### config.mk
export PLATFORM = sky130hd
export DESIGN_NAME = xc_seq_ctrl
export DESIGN_NICKNAME = d
export VERILOG_FILES = /design/src/rtl/xc_pkg.sv /design/src/rtl/xc_depth_ctr.sv /design/src/rtl/xc_addr_track.sv /design/src/rtl/xc_chain_fsm.sv /design/src/rtl/xc_seq_ctrl.sv
export SDC_FILE = /design/constraint.sdc
export NUM_CORES = 1
export LEC_CHECK = 0
export ABC_AREA = 1
export BUFFER_PORTS_ARGS = -buffer_cell sky130_fd_sc_hd__buf_2
export CAP_MARGIN = 20
export CORE_ASPECT_RATIO = 1.5
export CORE_MARGIN = 2
export CORE_UTILIZATION = 49
export CTS_BUF_LIST = sky130_fd_sc_hd__clkbuf_2 sky130_fd_sc_hd__clkbuf_4 sky130_fd_sc_hd__clkbuf_8
export DETAILED_ROUTE_END_ITERATION = 6
export GPL_ROUTABILITY_DRIVEN = 0
export PLACE_DENSITY = 0.82
export SETUP_SLACK_MARGIN = 0.05
export SYNTH_ARGS = -nofsm -noshare
export SYNTH_HDL_FRONTEND = slang
export SYNTH_SLANG_ARGS = --single-unit
### constraint.sdc
create_clock -name clk -period 2.4 [get_ports clk]
set_input_delay 0.36 -clock clk [delete_from_list [all_inputs] [get_ports clk]]
set_output_delay 0.36 -clock clk [all_outputs]
set_load 0.01 [all_outputs]
### src/rtl/xc_pkg.sv
package xc_pkg;
   typedef enum logic [1:0] {
      RD_SEQ    = 2'b00,
      RD_BRANCH = 2'b01,
      RD_IRQ    = 2'b10,
      RD_TRAP   = 2'b11
   } redir_kind_e;

   typedef enum logic [1:0] {
      ST_IDLE  = 2'b00,
      ST_FETCH = 2'b01,
      ST_SUBJ  = 2'b10
   } seq_state_e;
endpackage

### src/rtl/xc_depth_ctr.sv
module xc_depth_ctr #(
   parameter int DW       = 8,
   parameter bit SATURATE = 1'b1
) (
   input  logic          clk,
   input  logic          rst_n,
   input  logic          clr,
   input  logic          load_one,
   input  logic          inc,
   output logic [DW-1:0] depth
);
   localparam logic [DW-1:0] MAXV = {DW{1'b1}};

   logic [DW-1:0] cnt_q;
   logic [DW-1:0] cnt_inc;

   if (DW < 1) begin : g_bad_dw
      $error("xc_depth_ctr: DW must be at least 1");
   end

   generate
      if (SATURATE) begin : g_sat
         always_comb cnt_inc = (cnt_q == MAXV) ? cnt_q : cnt_q + DW'(1);
      end else begin : g_wrap
         always_comb cnt_inc = cnt_q + DW'(1);
      end
   endgenerate

   always_ff @(posedge clk) begin
      if (!rst_n)        cnt_q <= '0;
      else if (clr)      cnt_q <= '0;
      else if (load_one) cnt_q <= DW'(1);
      else if (inc)      cnt_q <= cnt_inc;
   end

   assign depth = cnt_q;

   AST_DEPTH_CLEARED: assert property (@(posedge clk) disable iff (!rst_n)
      clr |=> (depth == '0));
endmodule

### src/rtl/xc_addr_track.sv
module xc_addr_track
   import xc_pkg::*;
#(
   parameter int AW   = 16,
   parameter int STEP = 1
) (
   input  logic          clk,
   input  logic          rst_n,
   input  logic          busy,
   input  logic          start,
   input  logic [AW-1:0] issue_pc,
   input  logic [AW-1:0] issue_ea,
   input  logic          step,
   input  logic [AW-1:0] rsp_ea,
   input  logic          fire,
   input  redir_kind_e   kind,
   input  logic [AW-1:0] subj_target,
   output logic [AW-1:0] fetch_addr,
   output logic [AW-1:0] redir_pc
);
   logic [AW-1:0] head_q;
   logic [AW-1:0] fa_q;
   logic [AW-1:0] rpc_q;
   logic [AW-1:0] ret_pc;

   if (AW < 2) begin : g_bad_aw
      $error("xc_addr_track: AW must be at least 2");
   end
   if (STEP < 1) begin : g_bad_step
      $error("xc_addr_track: STEP must be at least 1");
   end

   assign ret_pc = head_q + AW'(STEP);

   always_ff @(posedge clk) begin
      if (!rst_n) begin
         head_q <= '0;
         fa_q   <= '0;
         rpc_q  <= '0;
      end else begin
         if (start) begin
            head_q <= issue_pc;
            fa_q   <= issue_ea;
         end else if (step) begin
            fa_q   <= rsp_ea;
         end
         if (fire) begin
            unique case (kind)
               RD_SEQ:    rpc_q <= ret_pc;
               RD_BRANCH: rpc_q <= subj_target;
               default:   rpc_q <= head_q;
            endcase
         end
      end
   end

   assign fetch_addr = fa_q;
   assign redir_pc   = rpc_q;

   AST_HEAD_HOLD: assert property (@(posedge clk) disable iff (!rst_n)
      (busy && $past(busy)) |-> $stable(head_q));
endmodule

### src/rtl/xc_chain_fsm.sv
module xc_chain_fsm
   import xc_pkg::*;
(
   input  logic        clk,
   input  logic        rst_n,
   input  logic        start,
   input  logic        rsp_valid,
   input  logic        rsp_is_exec,
   input  logic        subj_intr,
   input  logic        subj_done,
   input  logic        subj_taken,
   input  logic        irq_req,
   input  logic        trap_evt,
   output seq_state_e  state,
   output logic        fire,
   output redir_kind_e kind,
   output logic        step,
   output logic        load_subj
);
   seq_state_e st_q, st_d;

   always_comb begin
      st_d      = st_q;
      fire      = 1'b0;
      kind      = RD_SEQ;
      step      = 1'b0;
      load_subj = 1'b0;
      unique case (st_q)
         ST_IDLE: begin
            if (start) st_d = ST_FETCH;
         end
         ST_FETCH: begin
            if (trap_evt) begin
               fire = 1'b1;
               kind = RD_TRAP;
            end else if (irq_req) begin
               fire = 1'b1;
               kind = RD_IRQ;
            end else if (rsp_valid) begin
               if (rsp_is_exec) begin
                  step = 1'b1;
               end else begin
                  load_subj = 1'b1;
                  st_d      = ST_SUBJ;
               end
            end
         end
         ST_SUBJ: begin
            if (trap_evt) begin
               fire = 1'b1;
               kind = RD_TRAP;
            end else if (irq_req && subj_intr) begin
               fire = 1'b1;
               kind = RD_IRQ;
            end else if (subj_done) begin
               fire = 1'b1;
               kind = subj_taken ? RD_BRANCH : RD_SEQ;
            end
         end
         default: st_d = ST_IDLE;
      endcase
      if (fire) st_d = ST_IDLE;
   end

   always_ff @(posedge clk) begin
      if (!rst_n) st_q <= ST_IDLE;
      else        st_q <= st_d;
   end

   assign state = st_q;

   AST_SUBJ_FROM_FETCH: assert property (@(posedge clk) disable iff (!rst_n)
      (st_q == ST_SUBJ && $past(st_q) != ST_SUBJ) |-> ($past(st_q) == ST_FETCH));
endmodule

### src/rtl/xc_seq_ctrl.sv
module xc_seq_ctrl
   import xc_pkg::*;
#(
   parameter int AW        = 16,
   parameter int WW        = 32,
   parameter int DW        = 8,
   parameter int STEP      = 1,
   parameter bit DEPTH_SAT = 1'b1
) (
   input  logic          clk,
   input  logic          rst_n,
   input  logic          issue_valid,
   input  logic          issue_is_exec,
   input  logic [AW-1:0] issue_pc,
   input  logic [AW-1:0] issue_ea,
   output logic          fetch_req,
   output logic [AW-1:0] fetch_addr,
   input  logic          rsp_valid,
   input  logic          rsp_is_exec,
   input  logic [AW-1:0] rsp_ea,
   input  logic [WW-1:0] rsp_word,
   output logic          subj_valid,
   output logic [WW-1:0] subj_word,
   input  logic          subj_intr,
   input  logic          subj_done,
   input  logic          subj_taken,
   input  logic [AW-1:0] subj_target,
   input  logic          irq_req,
   input  logic          trap_evt,
   output logic          redir_valid,
   output logic [1:0]    redir_kind,
   output logic [AW-1:0] redir_pc,
   output logic          busy,
   output logic [DW-1:0] chain_depth
);
   if (WW < 1) begin : g_bad_ww
      $error("xc_seq_ctrl: WW must be at least 1");
   end

   seq_state_e  state;
   logic        fire, step, load_subj, start_chain;
   redir_kind_e kind;
   logic        rv_q;
   redir_kind_e rk_q;
   logic [WW-1:0] word_q;

   assign busy        = (state != ST_IDLE);
   assign start_chain = issue_valid && issue_is_exec && !busy;
   assign fetch_req   = (state == ST_FETCH);
   assign subj_valid  = (state == ST_SUBJ);

   xc_chain_fsm u_fsm (
      .clk        (clk),
      .rst_n      (rst_n),
      .start      (start_chain),
      .rsp_valid  (rsp_valid),
      .rsp_is_exec(rsp_is_exec),
      .subj_intr  (subj_intr),
      .subj_done  (subj_done),
      .subj_taken (subj_taken),
      .irq_req    (irq_req),
      .trap_evt   (trap_evt),
      .state      (state),
      .fire       (fire),
      .kind       (kind),
      .step       (step),
      .load_subj  (load_subj)
   );

   xc_addr_track #(.AW(AW), .STEP(STEP)) u_addr (
      .clk        (clk),
      .rst_n      (rst_n),
      .busy       (busy),
      .start      (start_chain),
      .issue_pc   (issue_pc),
      .issue_ea   (issue_ea),
      .step       (step),
      .rsp_ea     (rsp_ea),
      .fire       (fire),
      .kind       (kind),
      .subj_target(subj_target),
      .fetch_addr (fetch_addr),
      .redir_pc   (redir_pc)
   );

   xc_depth_ctr #(.DW(DW), .SATURATE(DEPTH_SAT)) u_depth (
      .clk     (clk),
      .rst_n   (rst_n),
      .clr     (fire),
      .load_one(start_chain),
      .inc     (step),
      .depth   (chain_depth)
   );

   always_ff @(posedge clk) begin
      if (!rst_n) begin
         rv_q   <= 1'b0;
         rk_q   <= RD_SEQ;
         word_q <= '0;
      end else begin
         rv_q <= fire;
         if (fire)      rk_q   <= kind;
         if (load_subj) word_q <= rsp_word;
      end
   end

   assign redir_valid = rv_q;
   assign redir_kind  = rk_q;
   assign subj_word   = word_q;

   AST_START_FETCH: assert property (@(posedge clk) disable iff (!rst_n)
      (!busy && issue_valid && issue_is_exec) |=>
      (fetch_req && fetch_addr == $past(issue_ea) && chain_depth == DW'(1)));
   AST_CHAIN_FOLLOW: assert property (@(posedge clk) disable iff (!rst_n)
      (fetch_req && rsp_valid && rsp_is_exec && !trap_evt && !irq_req) |=>
      (fetch_req && fetch_addr == $past(rsp_ea) && !redir_valid));
   AST_DEPTH_NONZERO: assert property (@(posedge clk) disable iff (!rst_n)
      busy |-> (chain_depth != '0));
   AST_SUBJ_HANDOFF: assert property (@(posedge clk) disable iff (!rst_n)
      (fetch_req && rsp_valid && !rsp_is_exec && !trap_evt && !irq_req) |=>
      (subj_valid && subj_word == $past(rsp_word)));
   AST_NO_OVERLAP: assert property (@(posedge clk) disable iff (!rst_n)
      !(fetch_req && subj_valid));
   AST_BRANCH_TARGET: assert property (@(posedge clk) disable iff (!rst_n)
      (subj_valid && subj_done && subj_taken && !trap_evt && !(irq_req && subj_intr)) |=>
      (redir_valid && redir_kind == 2'b01 && redir_pc == $past(subj_target)));
   AST_IRQ_FETCH: assert property (@(posedge clk) disable iff (!rst_n)
      (fetch_req && irq_req && !trap_evt) |=> (redir_valid && redir_kind == 2'b10));
   AST_TRAP_WINS: assert property (@(posedge clk) disable iff (!rst_n)
      (busy && trap_evt) |=> (redir_valid && redir_kind == 2'b11));
   AST_IDLE_QUIET: assert property (@(posedge clk) disable iff (!rst_n)
      (!busy && !(issue_valid && issue_is_exec)) |=> (!redir_valid && !busy));
   AST_PULSE_IDLE: assert property (@(posedge clk) disable iff (!rst_n)
      redir_valid |-> (!busy && chain_depth == '0));
endmodule

==> results of run 1 <==
[synthesized netlist by cell type]
| master | instances | area share |
|---|---|---|
| nand2_1 | 168 | 0.15 |
| dfxtp_1 | 93 | 0.43 |
| nor2_1 | 86 | 0.075 |
| o21ai_0 | 70 | 0.081 |
| nand3_1 | 57 | 0.066 |
| inv_1 | 40 | 0.035 |
| a21oi_1 | 30 | 0.035 |
| a31oi_1 | 16 | 0.023 |
| clkbuf_1 | 16 | 0.014 |
| nand4_1 | 10 | 0.014 |
| ha_1 | 6 | 0.017 |
| or2_2 | 5 | 0.0072 |
| buf_6 | 4 | 0.010 |
| buf_2 | 3 | 0.0035 |
| buf_4 | 3 | 0.0052 |
| nor2_2 | 3 | 0.0043 |
| xor2_1 | 3 | 0.0061 |
| nand3b_1 | 2 | 0.0035 |
| xnor2_1 | 2 | 0.0040 |
| a21oi_4 | 1 | 0.0038 |
| and2_1 | 1 | 0.0014 |
| and3_1 | 1 | 0.0014 |
| buf_1 | 1 | 0.00087 |
| clkbuf_2 | 1 | 0.0012 |
| clkinv_1 | 1 | 0.00087 |
| clkinv_2 | 1 | 0.0012 |
| inv_2 | 1 | 0.00087 |
| nand2_2 | 1 | 0.0014 |
| nand3_2 | 1 | 0.0023 |
| nor2_4 | 1 | 0.0026 |
| nor3_1 | 1 | 0.0012 |
| or2_0 | 1 | 0.0014 |
[stage by stage]
| stage | area (sq um) | utilization |
|---|---|---|
| after floorplan | 4330 | - |
| after global placement | 5280 | 0.605 |
| after detailed placement | 5280 | 0.605 |
| after CTS | 5530 | 0.634 |
| after global routing | 5530 | 0.634 |
| final | 5530 | 0.634 |
[logic make-up (layout without fill, tap and decap cells)]
logic type	count (synthesis)	in the layout	synth area share
buf+inv	71	249	0.0725
xor+xnor	5	5	0.0101
fa+ha+maj	6	6	0.0173
flops	93	93	0.430
compound gates	117	117	0.142
simple gates	338	338	0.327
[power breakdown]
part | internal (mW) | switching (mW) | leakage (nW) | total, mW
clock | 0.697 | 0.583 | 0.116 | 1.28
sequential | 1.65 | 0.0749 | 0.756 | 1.72
combinational | 0.265 | 0.446 | 1.95 | 0.712
[per-layer routing]
metal | wire length, um | share of wire | GRT usage | up-vias
met5 | 0 | 0 | 0 | -
met4 | 483 | 0.040 | 0.148 | 0
met3 | 795 | 0.067 | 0.0500 | 44
met2 | 6040 | 0.51 | 0.428 | 193
met1 | 4620 | 0.39 | 0.272 | 2196
li1 | - | - | - | 2396
[flip-flops by register name, summed over array words and instances, names as in the netlist]
| name | count |
|---|---|
| redir_valid | 1 |
| u_addr.redir_pc | 16 |
| u_addr.fetch_addr | 16 |
| subj_word | 32 |
| u_addr.head_q | 16 |
| redir_kind | 2 |
| u_fsm.state | 2 |
| u_depth.depth | 8 |
[how the worst max path moves through the flow]
stage	startpoint	to	depth (start not counted)
final	u_fsm.state[0]$_SDFFE_PP0P_	u_addr.redir_pc[9]$_SDFFE_PN0P_	9
after global routing	u_fsm.state[0]$_SDFFE_PP0P_	u_addr.redir_pc[9]$_SDFFE_PN0P_	9
after CTS	u_fsm.state[0]$_SDFFE_PP0P_	u_addr.redir_pc[9]$_SDFFE_PN0P_	9
after detailed placement	u_fsm.state[0]$_SDFFE_PP0P_	u_addr.redir_pc[9]$_SDFFE_PN0P_	9
after global placement	u_fsm.state[0]$_SDFFE_PP0P_	u_addr.redir_pc[7]$_SDFFE_PN0P_	9
after floorplan	u_fsm.state[0]$_SDFFE_PP0P_	u_addr.redir_pc[11]$_SDFFE_PN0P_	10
[final cells by class]
cell class,count,area share
Multi-Input combinational cell,466,0.390
Sequential cell,93,0.337
Timing Repair Buffer,190,0.175
Inverter,43,0.0294
Tap cell,110,0.0249
Clock buffer,9,0.0224
Clock inverter,7,0.0222
[worst min-delay path, cell delays in order]
cell and delay [ns]:
buf_2 0.07, nor2_1 0.03, nor2_1 0.08
==> results.toml, run 1 <==
[worst_setup_path]
crit_slowest_cell = "dfxtp_1"
worst-path-buf-inv = 1
crit_path_end_kind = "register"
cp-start-kind = "register"
reg2reg_to = "u_addr.redir_pc[9]$_SDFFE_PN0P_"
r2r-start = "u_fsm.state[0]$_SDFFE_PP0P_"
worst-path-max-fanout = 15
crit_family = "simple AND/OR/NAND/NOR gates"
r2r_cells = 9
crit_type = "reg2reg"
cpPeakStageDelay_ns = 0.37
regToRegSetupSlack_ns = 0.34
crit_chain = "inv_1 -> ha_1 -> nand3_1 -> nand2_1 -> nor2_4 -> nand3_2 -> or2_2 -> nand3_1 -> nand2_1"
required_ns = 2.67
crit_arrival_ns = 2.32

[yosys]
syn_inst = 630
yosys.cell_types.count = 32
yosys_warnings = 0
synth_area_per_cell_sq_um = 6.87
ys_seq_elements = 93
synth-seq-area-share = 0.430
post_synth_instance_area_sq_um = 4330
synth_nets = 743

[route]
wl_per_cell_um = 13.0
drt_first_pass_iters = 5
drc = 0
drt_wl_total_um = 11900
vias = 4829
drtAntennaViolNets = 0
initialDrtViolationCount = 288
detail_route.vias_per_cell = 5.26

[cts]
clkTransAtPathRegs_ns = 0.10
clkSinkCount = 93
h-tree-depth = 3
post-cts-setup-buffers = 0
cts_root_buf = "clkbuf_8"
ctsResizeCount = 0
ctsHoldBuffers = 0
numCtsBuffers = 9
cts_buffer_depth = 2
clk-insertion-delay-late_ns = 0.37
cts_tree = "yes"

[timing]
layout_setup_ws_ns = 0.345
relSlewSlack = 0.378
setup-violations-final = 0
drv_slew = 0
tns_ns = 0
fmax_mhz = 487
hold_violations = 0
grt_setup_unrepaired = "false"
min_period_over_period = 0.856
worst_slew_pin_slew_ns = 0.932
holdWs_ns = 0.203
finClkSkew_ns = 0.00693
post-route-min-period_ns = 2.06

[run_status]
status = "finished clean"

[cells_and_area]
layout.cells.non_filler = 918
n_antenna_cell = 0
fin_nets = 916
fillCellCount = 805
post_route_cells_drive_above_1_share = 0.272
area_delta_synth_final_pct = 27.7
area.sequential_sq_um = 1860
multi_input_area_sq_um = 2150
final_common_cell = "buf_2"
layout_common_cells = "184 x buf_2, 168 x nand2_1, 93 x dfxtp_1"

[power]
p_per_area_nw_per_um2 = 672
irDropWorstVdd_v = 0.000450
p_total_mw = 3.72
p_leak_nw = 2.83

[grt]
grt_pass1_vias = 4412
grt_first_pass_wirelength_um = 19000
grt_max_degree = 49
grt_util_all_layers = 0.248
gr-total-overflow = 0
antenna_found_initial = 0

[placement]
portBuffers = 184
dp_cells = 902
dp_hpwl_um = 8870
pre_cts_ws_ns = 0.423

[die]
dieWidth_um = 80.7
die_y_um = 119
num_rows = 42
core_sq_um = 8720
start_util = 0.496
ios = 185
die_area_sq_um = 9620

[worst_hold_path]
min_to = "subj_word[21]$_SDFFE_PN0P_"
hp-class = "in2reg"
min_from = "rsp_word[21]"
whs_path_depth = 3

[flow_run]
drv_cap = 0
(Power assumes the default switching activity.)
==> inputs of run 2 (changes only) <==
- CORE_UTILIZATION: 49 -> 48
- CTS_BUF_LIST: sky130_fd_sc_hd__clkbuf_2 sky130_fd_sc_hd__clkbuf_4 sky130_fd_sc_hd__clkbuf_8 -> not set
- PLACE_DENSITY: 0.82 -> 0.8
==> run 2 against run 1 <==
Compared with the run above: maximum frequency down 2.3%; die area increased by 2.0%; critical path depth increased by 1; utilization grew 0.65 points; sequential power barely moved; highest routed layer unchanged; sequential share of layout area decreased by 0.54 points; largest cell class unchanged; clock power increased by 23%; global-route usage grew 0.99 points; critical endpoint is now u_depth.depth[4]$_SDFFE_PP0P_.
==> results.toml, run 2 (synthesized netlist as in run 1, its figures left out) <==
[grt]
grt_pass1_vias = 4533
grt_util_all_layers = 0.258
grt_max_degree = 59
antenna_found_initial = 0
grt_first_pass_wirelength_um = 19900
gr-total-overflow = 0

[route]
drt_wl_total_um = 12400
detail_route.vias_per_cell = 5.17
vias = 4754
drt_first_pass_iters = 5
drc = 0
drtAntennaViolNets = 0
wl_per_cell_um = 13.5
initialDrtViolationCount = 230

[cts]
cts_root_buf = "clkbuf_16"
clkSinkCount = 93
ctsHoldBuffers = 0
clkTransAtPathRegs_ns = 0.07
h-tree-depth = 3
numCtsBuffers = 9
clk-insertion-delay-late_ns = 0.35
post-cts-setup-buffers = 0
cts_tree = "yes"
cts_buffer_depth = 2
ctsResizeCount = 0

[timing]
worst_slew_pin_slew_ns = 0.929
drv_slew = 0
grt_setup_unrepaired = "false"
hold_violations = 0
finClkSkew_ns = 0.00631
relSlewSlack = 0.380
min_period_over_period = 0.876
setup-violations-final = 0
post-route-min-period_ns = 2.10
fmax_mhz = 476
tns_ns = 0

[placement]
dp_cells = 903
portBuffers = 184
placed_cell_area_sq_um = 5290
dp_hpwl_um = 9230

[die]
die_area_sq_um = 9810
core_sq_um = 8780
num_rows = 42
start_util = 0.493
die_y_um = 120
ios = 185
dieWidth_um = 81.5

[cells_and_area]
post_route_cells_drive_above_1_share = 0.273
fillCellCount = 796
final_common_cell = "buf_2"
final_util = 0.640
area_delta_synth_final_pct = 29.8
multi_input_area_sq_um = 2150
area.sequential_sq_um = 1860
layout.cells.non_filler = 919
layout_common_cells = "184 x buf_2, 168 x nand2_1, 93 x dfxtp_1"
fin_nets = 917
n_antenna_cell = 0
stdcell_area_sq_um = 5620
largest_reg_flops = 32

[worst_setup_path]
reg2reg_to = "u_depth.depth[4]$_SDFFE_PP0P_"
crit_arrival_ns = 2.37
crit_path_end_kind = "register"
crit_type = "reg2reg"
critical_path.startpoint = "u_fsm.state[0]$_SDFFE_PP0P_"
r2r-start = "u_fsm.state[0]$_SDFFE_PP0P_"
required_ns = 2.67
worst-path-max-fanout = 18
r2r_cells = 10
cp-start-kind = "register"
regToRegSetupSlack_ns = 0.30
setup.worst_path.end = "u_depth.depth[4]$_SDFFE_PP0P_"

[run_status]
status = "finished clean"

[power]
irDropWorstVdd_v = 0.000469
p_per_area_nw_per_um2 = 714
p_leak_nw = 2.88
p_total_mw = 4.01

[flow_run]
drv_cap = 0

[worst_hold_path]
hp-class = "in2reg"
-- run 2: cell count changes in the layout (fill, tap and decap cells not counted), moves of 2 or more --
cell,previous run,this run
clkbuf_16,0,9
clkbuf_8,9,0
clkinvlp_4,2,0
inv_6,1,3
-- run 2: worst min-delay path by stage --
stage / start / end / cells past startpoint
finish: rsp_word[2] / subj_word[2]$_SDFFE_PN0P_ / 3
global route: rsp_word[10] / subj_word[10]$_SDFFE_PN0P_ / 3
CTS: rsp_word[10] / subj_word[10]$_SDFFE_PN0P_ / 3
detailed placement: u_addr.redir_pc[6]$_SDFFE_PN0P_ / u_addr.redir_pc[6]$_SDFFE_PN0P_ / 2
global placement: u_addr.redir_pc[5]$_SDFFE_PN0P_ / u_addr.redir_pc[5]$_SDFFE_PN0P_ / 2
floorplan: u_addr.head_q[15]$_SDFFE_PN0N_ / u_addr.head_q[15]$_SDFFE_PN0N_ / 2
-- run 2: layout make-up --
type / count / area share
Multi-Input combinational cell: 466 / 0.383
Sequential cell: 93 / 0.331
Timing Repair Buffer: 191 / 0.173
Clock buffer: 9 / 0.0401
Inverter: 43 / 0.0290
Tap cell: 110 / 0.0245
Clock inverter: 7 / 0.0185
-- run 2: critical path, cell delays in order (launching register included) --
cell      delay [ns]
dfxtp_1         0.34
inv_1           0.11
ha_1            0.29
inv_1           0.13
a21oi_1         0.18
nand3_1         0.13
nand2_1         0.13
nand2_2         0.09
clkinv_2        0.21
nand2_1         0.22
a21oi_1         0.19
-- run 2: metrics by stage --
stage,hold WS [ns],worst slack (ns)
final,0.233,0.297
after global routing,0.239,0.114
after CTS,0.226,0.355
after detailed placement,0.436,0.371
after global placement,0.433,0.520
after floorplan,0.451,0.688
-- run 2: report_power, final --
group          internal (mW)  switching, mW  leakage [nW]  total (mW)
Clock                  0.927          0.639         0.161        1.57
Sequential              1.65         0.0761         0.756        1.73
Combinational          0.268          0.453          1.96       0.720
Total                   2.85           1.17          2.88        4.01
-- run 2: layer usage --
layer / up-vias / global-route usage / wire, um
met5: - / 0 / 0
met4: 0 / 0.143 / 322
met3: 30 / 0.0522 / 893
met2: 192 / 0.447 / 6430
met1: 2127 / 0.285 / 4770
li1: 2405 / - / -
==> inputs of run 3 (changes only) <==
- CORE_ASPECT_RATIO: 1.5 -> not set
==> run 3 against run 2 <==
Compared with the run above: die area shrank 0.15%; critical endpoint is now u_depth.depth[7]$_SDFFE_PP0P_; global-route usage shrank 0.63 points; largest cell class unchanged; routed wire length is 2.0% lower; final cell count shrank 0.33%; largest power group unchanged.
==> results.toml, run 3 (synthesized netlist as in run 1, its figures left out) <==
[cts]
clkSinkCount = 93
clk-insertion-delay-late_ns = 0.38
ctsResizeCount = 0
cts_tree = "yes"
numCtsBuffers = 9
cts_buffer_depth = 2
cts_root_buf = "clkbuf_8"
post-cts-setup-buffers = 0
clkTransAtPathRegs_ns = 0.11
ctsHoldBuffers = 0
h-tree-depth = 3

[run_status]
status = "finished clean"

[cells_and_area]
largest_reg_flops = 32
n_antenna_cell = 0
final_util = 0.627
post_route_cells_drive_above_1_share = 0.272
fillCellCount = 834
layout.cells.non_filler = 916
multi_input_area_sq_um = 2150
layout_common_cells = "184 x buf_2, 168 x nand2_1, 93 x dfxtp_1"
area_delta_synth_final_pct = 26.3
final_common_cell = "buf_2"
area.sequential_sq_um = 1860
fin_nets = 916

[die]
dieWidth_um = 99.0
num_rows = 34
core_sq_um = 8720
ios = 185
die_area_sq_um = 9800
start_util = 0.496
die_y_um = 99.0

[power]
p_comb_frac = 0.206
clkPwrFrac = 0.296
p_leak_nw = 2.81
p_per_area_nw_per_um2 = 634
irDropWorstVdd_v = 0.000380
power.internal_mw = 2.32
p_sw_mw = 1.15
seqPwrFrac = 0.498
sw_frac_of_total = 0.331

[worst_setup_path]
worst-path-buf-inv = 3
crit_chain = "inv_1 -> ha_1 -> inv_1 -> a21oi_1 -> nand3_1 -> nand2_1 -> nand2_2 -> clkinv_2 -> nand2_1 -> a21oi_1"
crit_type = "reg2reg"
r2r_cells = 10
cp-start-kind = "register"
r2r-start = "u_fsm.state[0]$_SDFFE_PP0P_"
required_ns = 2.70
crit_path_end_kind = "register"
crit_slowest_cell = "dfxtp_1"
cpPeakStageDelay_ns = 0.34
crit_family = "simple AND/OR/NAND/NOR gates"
crit_arrival_ns = 2.33
reg2reg_to = "u_depth.depth[7]$_SDFFE_PP0P_"
worst-path-max-fanout = 18
regToRegSetupSlack_ns = 0.38

[timing]
tns_ns = 0
post-route-min-period_ns = 2.02
finClkSkew_ns = 0.0231
relSlewSlack = 0.384
setup-violations-final = 0
min_period_over_period = 0.843
drv_slew = 0
layout_setup_ws_ns = 0.377
hold_violations = 0
grt_setup_unrepaired = "false"
worst_slew_pin_slew_ns = 0.923
fmax_mhz = 494

[placement]
dp_cells = 900
pre_cts_ws_ns = 0.394
portBuffers = 184
dp_hpwl_um = 9080

[route]
drtAntennaViolNets = 0
vias = 4660
initialDrtViolationCount = 147
detail_route.vias_per_cell = 5.09
drc = 0
wl_per_cell_um = 13.3
drt_first_pass_iters = 5
drt_wl_total_um = 12200

[grt]
antenna_found_initial = 1
grt_max_degree = 47
grt_pass1_vias = 4395
gr-total-overflow = 0
grt_first_pass_wirelength_um = 20200
grt_util_all_layers = 0.251

[worst_hold_path]
min_from = "rsp_word[0]"
whs_path_depth = 3
hp-class = "in2reg"
min_to = "subj_word[0]$_SDFFE_PN0P_"

[flow_run]
drv_cap = 0
-- run 3: cell types whose count changed in the layout (fill, tap and decap cells not counted) --
cell,change
buf_4,-1
bufinv_16,-2
clkbuf_16,-9
clkbuf_8,+9
clkinvlp_4,+1
inv_6,-1
inv_8,+2
-- run 3: power groups by stage --
stage	Clock [mW]	Combinational [mW]	Sequential, mW
final	1.02	0.713	1.73
after global routing	1.11	0.806	1.74
after CTS	1.05	0.716	1.72
after detailed placement	0	0.712	1.76
after floorplan	0	0.412	1.78
after global placement	0	0.697	1.75
-- run 3: per-layer routing --
| metal | GRT usage | part of all wire | vias to the layer above |
|---|---|---|---|
| li1 | - | - | 2401 |
| met1 | 0.313 | 0.43 | 2057 |
| met2 | 0.418 | 0.47 | 185 |
| met3 | 0.0716 | 0.087 | 17 |
| met4 | 0.0854 | 0.015 | 0 |
| met5 | 0 | 0 | - |
-- run 3: tightest hold or removal path: stages --
cell and delay (ns):
buf_2 0.07, nor2_1 0.03, nor2_1 0.08
-- run 3: layout make-up --
type	instances	area share
inverter	43	0.0297
multi-input combinational	466	0.394
clock inverter	7	0.0119
tap	108	0.0247
timing repair buffer	190	0.177
clock buffer	9	0.0227
sequential	93	0.341
-- run 3: worst max path at each step --
stage / startpoint / to / slack (ns) / cells after the start
floorplan: u_fsm.state[0]$_SDFFE_PP0P_ / u_addr.redir_pc[11]$_SDFFE_PN0P_ / 0.69 / 10
global placement: u_fsm.state[0]$_SDFFE_PP0P_ / u_addr.redir_pc[9]$_SDFFE_PN0P_ / 0.53 / 9
detailed placement: u_fsm.state[0]$_SDFFE_PP0P_ / u_depth.depth[4]$_SDFFE_PP0P_ / 0.39 / 10
CTS: u_fsm.state[0]$_SDFFE_PP0P_ / u_depth.depth[7]$_SDFFE_PP0P_ / 0.39 / 10
global route: u_fsm.state[0]$_SDFFE_PP0P_ / u_depth.depth[7]$_SDFFE_PP0P_ / 0.08 / 10
finish: u_fsm.state[0]$_SDFFE_PP0P_ / u_depth.depth[7]$_SDFFE_PP0P_ / 0.38 / 10
-- run 3: metrics by stage --
| step | instance area (sq um) | total power, mW | hold slack, ns |
|---|---|---|---|
| final | 5470 | 3.46 | 0.196 |
| after global routing | 5470 | 3.66 | 0.185 |
| after CTS | 5470 | 3.49 | 0.192 |
| after detailed placement | 5280 | 2.47 | 0.437 |
| after global placement | 5280 | 2.45 | 0.431 |
| after floorplan | 4330 | 2.19 | 0.451 |
